## src/rtl/scan_cam.sv

```systemverilog
module scan_cam #(
  parameter int KEY_W = 8,
  parameter int DEPTH = 16,
  localparam int IDX_W = $clog2(DEPTH),
  localparam int CNT_W = $clog2(DEPTH + 1)
) (
  input  logic             clk,
  input  logic             rst_n,
  input  logic             req_valid,
  output logic             req_ready,
  input  logic [1:0]       req_op,
  input  logic [IDX_W-1:0] req_idx,
  input  logic [KEY_W-1:0] req_key,
  output logic             done,
  output logic             hit,
  output logic [IDX_W-1:0] hit_idx,
  output logic [CNT_W-1:0] lookup_clks
);

  typedef enum logic {IDLE, SCAN} state_t;
  state_t state;

  logic [DEPTH-1:0] vld;
  logic [KEY_W-1:0] keys [DEPTH];
  logic [IDX_W-1:0] ptr, top;
  logic [KEY_W-1:0] skey;

  wire accept = req_valid && req_ready;
  wire op_lkp = (req_op == 2'd0);
  wire op_wr  = (req_op == 2'd1);
  wire op_inv = req_op[1];

  // single access port: one address per clock
  wire [IDX_W-1:0] addr   = (state == SCAN) ? ptr : req_idx;
  wire             rd_vld = vld[addr];
  wire [KEY_W-1:0] rd_key = keys[addr];

  wire match = (state == SCAN) && rd_vld && (rd_key == skey);
  wire last  = match || (ptr == top);

  assign req_ready = (state == IDLE);

  always_ff @(posedge clk) begin
    if (accept && op_wr) keys[addr] <= req_key;
  end

  always_ff @(posedge clk) begin
    if (!rst_n) begin
      state       <= IDLE;
      vld         <= '0;
      ptr         <= '0;
      top         <= '0;
      skey        <= '0;
      done        <= 1'b0;
      hit         <= 1'b0;
      hit_idx     <= '0;
      lookup_clks <= '0;
    end else begin
      done <= 1'b0;
      if (state == IDLE) begin
        if (accept) begin
          if (op_wr) begin
            vld[addr] <= 1'b1;
            if (req_idx > top) top <= req_idx;
          end else if (op_inv) begin
            vld[addr] <= 1'b0;
          end else if (op_lkp) begin
            skey  <= req_key;
            ptr   <= '0;
            state <= SCAN;
          end
        end
      end else begin
        if (last) begin
          state       <= IDLE;
          done        <= 1'b1;
          hit         <= match;
          hit_idx     <= match ? ptr : '0;
          lookup_clks <= CNT_W'(ptr) + CNT_W'(1);
        end else begin
          ptr <= ptr + 1'b1;
        end
      end
    end
  end

  p_done_pulse_r4: assert property (@(posedge clk) disable iff (!rst_n)
    done |=> !done);

  p_ready_on_done_r6: assert property (@(posedge clk) disable iff (!rst_n)
    done |-> req_ready);

  p_busy_after_lookup_r6: assert property (@(posedge clk) disable iff (!rst_n)
    (req_valid && req_ready && req_op == 2'd0) |=> !req_ready);

  p_update_idle_r8: assert property (@(posedge clk) disable iff (!rst_n)
    (req_valid && req_ready && req_op != 2'd0) |=> (req_ready && !done));

  p_hold_r8: assert property (@(posedge clk) disable iff (!rst_n)
    !done |-> ($stable(hit) && $stable(hit_idx) && $stable(lookup_clks)));

  p_miss_idx_r3: assert property (@(posedge clk) disable iff (!rst_n)
    !hit |-> (hit_idx == '0));

  p_clks_range_r5: assert property (@(posedge clk) disable iff (!rst_n)
    done |-> (lookup_clks >= CNT_W'(1) && lookup_clks <= CNT_W'(DEPTH)));

  p_hit_clks_r5: assert property (@(posedge clk) disable iff (!rst_n)
    (done && hit) |-> (lookup_clks == CNT_W'(hit_idx) + CNT_W'(1)));

endmodule

```

## config.mk

```make
export PLATFORM = sky130hd
export DESIGN_NAME = scan_cam
export DESIGN_NICKNAME = d
export VERILOG_FILES = /design/src/rtl/scan_cam.sv
export SDC_FILE = /design/constraint.sdc
export NUM_CORES = 1
export LEC_CHECK = 0
export ABC_AREA = 1
export BUFFER_PORTS_ARGS = -buffer_cell sky130_fd_sc_hd__buf_2
export CORE_ASPECT_RATIO = 0.75
export CORE_MARGIN = 3
export CORE_UTILIZATION = 35
export CTS_CLUSTER_DIAMETER = 50
export DETAILED_ROUTE_END_ITERATION = 10
export PLACE_DENSITY = 0.58
export SLEW_MARGIN = 10
export SYNTH_ARGS = -nofsm -noshare
export SYNTH_HDL_FRONTEND = slang
export SYNTH_SLANG_ARGS = --single-unit
export TNS_END_PERCENT = 20
```

## constraint.sdc

```tcl
create_clock -name clk -period 2.6 [get_ports clk]
set_input_delay 0.13 -clock clk [delete_from_list [all_inputs] [get_ports clk]]
set_output_delay 0.13 -clock clk [all_outputs]
set_load 0.05 [all_outputs]
```

### After elaboration in Yosys (flattened, before gate mapping)

Memories as Yosys holds them, arrays and structs flattened.
Index checks and enable logic that the tools add are counted.
W data, S select, Z words.

* RAM bits: 128
* memories kept: 1
* input port bits: 17
* word-level logic and storage cells: 66
* flip-flop bits (word level): 44

* equality and inequality tests: 6
* add/sub/neg operators: 2
* muxes and demuxes: 23
* bitwise logic cells: 6
* $lt $le $gt $ge: 3
* reduce and logical (&&, ||, !) cells: 16

Memories
* keys: depth 16, width 8, read ports 1, clocked after memory_dff 0, wr ports 1, line 24 `logic [KEY_W-1:0] keys [DEPTH];`

Operators with widths (number)
* $mux W16: 2
* $mux W4: 8
* $and A16 B16 Y16: 1
* $not A16 Y16: 1
* $or A16 B16 Y16: 1
* $mux W1: 11
* $reduce_and A5 Y1: 2
* $eq A8 B8 Y1: 1
* $reduce_bool A2 Y1: 3
* $add A4 B1 Y5 const B: 1
* $logic_and A1 B1 Y1: 5
* $lt A4 B5 Y1 const B: 1
* $add A4 B1 Y4 const B: 1
* $bmux W1 S4: 1
* $demux W1 S4: 1
* $eq A4 B4 Y1: 1
* $ge A4 B1 Y1 const B: 1
* $gt A4 B4 Y1: 1
* $ne A2 B2 Y1 const B: 2
* $reduce_and A2 Y1: 2
* $reduce_and A4 Y1: 1
* $not A1 Y1: 3
* $reduce_and A3 Y1: 1
* $eq A2 B1 Y1 const B: 1
* 3 further kinds: 3

### Logic depth before layout (Yosys ltp)

* word-level depth: 9
* depth in mapped cells: 21
* depth with buffers taken out: 20

### Least setup slack after synthesis

No wires, ideal clock.

* path type: register to register
* start: register state
* end: memory keys[14][0] (enable)
* stages on the path, launching flop included: 8
* path buffers: 1
* path slack: 172 ps
* data arrival time: 2034 ps
* setup time: 395 ps
* clock period less this slack: 2428 ps
* cell sequence: dfxtp_1 -> inv_2 -> nand2_4 -> nand2_4 -> buf_4 -> nor2_1 -> inv_1 -> nor4_1

* cells in the longest elaborated chain, start to end: 5
* elaborated cells on any way between the ends: 6
* classes of those cells: mux (3); bitwise (1); reduce/logical (2)

RTL lines
* start, declared: line 21 `state_t state;`
* start signal, assigned: line 49 `state <= IDLE;`
* start signal, assigned: line 70 `state <= SCAN;`
* start signal, assigned: line 75 `state <= IDLE;`
* $not A1 Y1 (no line)
* net req_ready: line 10 `output logic req_ready,`
* $logic_and A1 B1 Y1: line 28 `wire accept = req_valid && req_ready;`
* $logic_and A1 B1 Y1: line 44 `if (accept && op_wr) keys[addr] <= req_key;`
* $mux W1: line 44
* $mux W1 (not written as such): line 44
* end, declared: line 24

The timed path passes the listed nets, and every way through them passes these cells.

### Worst setup path in the final report

* start: register state
* end: register ptr[1]

* cells in the longest elaborated chain, start to end: 8
* elaborated cells on any way between the ends: 17
* classes of those cells: eq/ne (4); mux (4); bitwise (1); reduce/logical (7); memory (1)

RTL lines
* branches (longest 8 deep; another with $mem_v2 Z16 W8)
* end signal, assigned: line 81 `ptr <= ptr + 1'b1;`
* end, declared: line 25 `logic [IDX_W-1:0] ptr, top;`

Several ways; the timed one is not identified. The select of a mux whose other input is x is not followed.
A chain may end at the register's enable or synchronous reset.

==> flow_summary_export.csv <==
group,metric,value,unit
synth,synth_area_per_cell,8.706,sq um
power,power_density,645.5,nW/um^2
critical_path,cp_slowest_cell,"dfxtp_4",
critical_path,cp_slowest_stage_delay,0.36,ns
grt,grt_use_total,17.95,%
critical_path,cp.arrival,2.87,ns
power,p_seq_share,47.1,%
timing,setup_viol,0,
synth,netlist_top_cells_area,"edfxtp_1 (49%), nand2_1 (15%), dfxtp_1 (11%)",
die,dieHeight,136.2,microns
placement,port_buffers,28,
route,avgRoutedWirePerCell,16.73,microns
critical_path,worstPathCellList,"buf_4 -> nand2_4 -> nand2_4 -> buf_12 -> clkbuf_16 -> nand2_1 -> nand2_1 -> nand2_1 -> nand2_1 -> nand2_1 -> nand2_1 -> nor2_2 -> nand2_1 -> nor2_1 -> nand2_1 -> nor2_4 -> nand3_4 -> buf_6 -> nand3_4 -> nand3_2 -> a21oi_2",
cells_and_area,final_cells,1305,
die,rows,46,
timing,rsz0062_at_grt,"true",
placement,dp_cells,1262,
synth,synthXorXnorAreaFrac,0.5534,%
timing,clock.fmax,398.4,MHz
synth,synthSimpleGateAreaFrac,24.28,%
synth,synth-seq-cells,172,
timing,finalCritPeriodShare,96.53,%
critical_path,crit_required,2.96,ns
power,clkPwrFrac,41.8,%
grt,antenna_found_initial,0,
clocking,cts-root-buf,"clkbuf_16",
synth,yosysTopAreaCellShare,48.57,%
synth,yosysTopAreaCell,"edfxtp_1",
cells_and_area,layout_commonest_cell,"nand2_1",
timing,timing.setup.tns,0,ns
synth,synth_cell_types,29,
synth,ys_warn_count,0,
timing,maxSlewViolCount,0,
clocking,clock_sinks,172,
die,core,21640,sq um
die,dieArea,24470,sq um
flow_run,maxCapViolations,0,
cells_and_area,drive_gt1_share,17.80,%
critical_path,rrSetupSlack,0.09,ns
power,p_leak,0.004323,uW
timing,finClkSkew,0.01537,ns
critical_path,path_class,"reg2reg",
power,total_power,6323,uW
synth,synth_compound_area_share,5.945,%
clocking,htreeDepth,4,
die,die_w,179.6,microns
clocking,cts_tree,"built",
cells_and_area,final_cell_mix,"nand2_1 (309), edfxtp_1 (128), inv_1 (126)",
synth,syn_area,7914,sq um
critical_path,worst_path_most_repeated_cell,"nand2_1",
die,start_util,36.57,%
power,pwr-share-comb,11.1,%
timing,period_needed,2.510,ns
placement,placed_area,8912,sq um
clocking,clk_path_buf_depth,2,
power,internal_power,4779,uW
synth,synth_top_family_by_area,"simple AND/OR/NAND/NOR gates",
cells_and_area,final_cell_area,9794,sq um
clocking,clk_latency,0.44,ns
grt,gr-total-overflow,0,
power,p_switching,1543,uW
clocking,hold_buffers,0,
timing,hold_violations,0,
timing,slew_headroom,57.68,%
cells_and_area,syn_to_final_growth,23.76,%
synth,seq_area_frac_synth,59.70,%
clocking,cts-buffers-inserted,17,
placement,hpwl,14280,microns
timing,tightest_slew,0.6310,ns
critical_path,worstSetupEndpointType,"flop",
critical_path,crit_fanout,6,
cells_and_area,final_nets,1026,
route,via_per_inst,4.781,
cells_and_area,n_antenna_cell,0,
route,ant_nets,0,
synth,netlist_instances,909,
power,peakVddDrop,0.3947,mV
die,io_pins,29,
route,first_pass_iters,6,
cells_and_area,utilization,45.26,%
critical_path,start_kind,"flop",
synth,synthAdderAreaFrac,0.7905,%
route,route.detailed.drc,0,
clocking,path_clk_slew,0.06,ns
synth,synthMuxAreaShare,0,%
hold_path,hold_path.class,"in2reg",
run_status,outcome,"completed",
grt,grt_pass1_vias,5969,
placement,gp_congestion,0.9124,
power,p_sw_share,24.41,%
synth,syn_nets,931,
route,via_count,6239,
grt,grt_pass1_wl,33440,microns
route,first_iter_violations,745,
route,wirelength,21830,microns
grt,grt_max_degree,25,
==> registers in the layout (all words and copies together), names as in the netlist, named ones only <==
signal,count
skey,8
lookup_clks,5
hit,1
ptr,4
done,1
top,4
hit_idx,4
keys,128
state,1
==> worst paths after layout <==
path,start,to,cells after the start
min,req_idx[3],top[3],3
max,state,ptr[1],21
min reg2reg,hit_idx[1],hit_idx[1],2
max reg2reg,state,ptr[1],21
==> kinds of logic (layout without fill, tap and decap cells) <==
family                     Yosys count  in the layout
adders and majority gates            5              5
AOI/OAI and AO/OA                   92             92
xor gates and xnor gates             5              5
and+or+nand+nor                    467            468
DFF                                172            172
buffers and inverters              168            275
==> through the flow <==
step	setup WS, ns	hold WS (ns)
after detailed placement	-0.03503	0.4512
after global placement	0.02843	0.4472
after global routing	-0.02470	0.06868
after floorplan	0.1715	0.2289
after CTS	0.03313	0.008304
final	0.09018	0.02833
==> Yosys cell counts <==
| master | number |
|---|---|
| dfxtp_1 | 44 |
| a41oi_1 | 1 |
| buf_6 | 1 |
| nor2_2 | 4 |
| ha_1 | 5 |
| xnor2_1 | 5 |
| o21ai_2 | 1 |
| nand4_1 | 8 |
| buf_2 | 12 |
| nor3_1 | 6 |
| nand3_1 | 35 |
| o21bai_1 | 1 |
| o21ai_1 | 28 |
| nand2_2 | 2 |
| inv_2 | 5 |
| inv_1 | 127 |
| clkinv_1 | 1 |
| nor4_1 | 2 |
| nand3_2 | 1 |
| nor2_1 | 78 |
| nand2_1 | 317 |
| nor2_4 | 2 |
| nand3b_1 | 9 |
| nand2_4 | 3 |
| edfxtp_1 | 128 |
| o21ai_0 | 20 |
| clkbuf_1 | 12 |
| a21oi_1 | 41 |
| buf_4 | 10 |
==> routing by layer <==
metal | GRT usage [%] | share of wire, %
met1 | 27.33 | 51
met2 | 26.19 | 42
met3 | 2.701 | 6.3
met4 | 5.796 | 0.77
met5 | 0 | 0
==> power groups by stage <==
stage,clock [uW],sequential (uW),combinational (uW)
CTS,2670,2980,626
global route,2790,2980,776
global placement,0,3040,618
finish,2640,2980,703
floorplan,0,3050,344
detailed placement,0,3040,622
==> layout make-up <==
type / count / area (sq um)
Fill cell: 2103 / 11850
Sequential cell: 172 / 4730
Multi-Input combinational cell: 570 / 2649
Timing Repair Buffer: 110 / 952.2
Inverter: 133 / 499.2
Clock buffer: 21 / 460.4
Tap cell: 288 / 360.3
Clock inverter: 11 / 143.9
==> what timing repair did <==
action,in CTS,in global routing
cloned,0,3
endpoints found under the setup margin,7,16
buffers inserted,0,8
pin swaps,0,8
resized for setup,1,37
==> worst max-delay path, delay by kind of cell (launching register included) <==
kind | cells | cell delay, ns
buffers and inverters | 4 | 0.57
AND/OR/NAND/NOR | 16 | 1.38
flip-flops | 1 | 0.36
AO/OA/AOI/OAI | 1 | 0.14
Note: power is estimated with default switching activity, not from simulation.
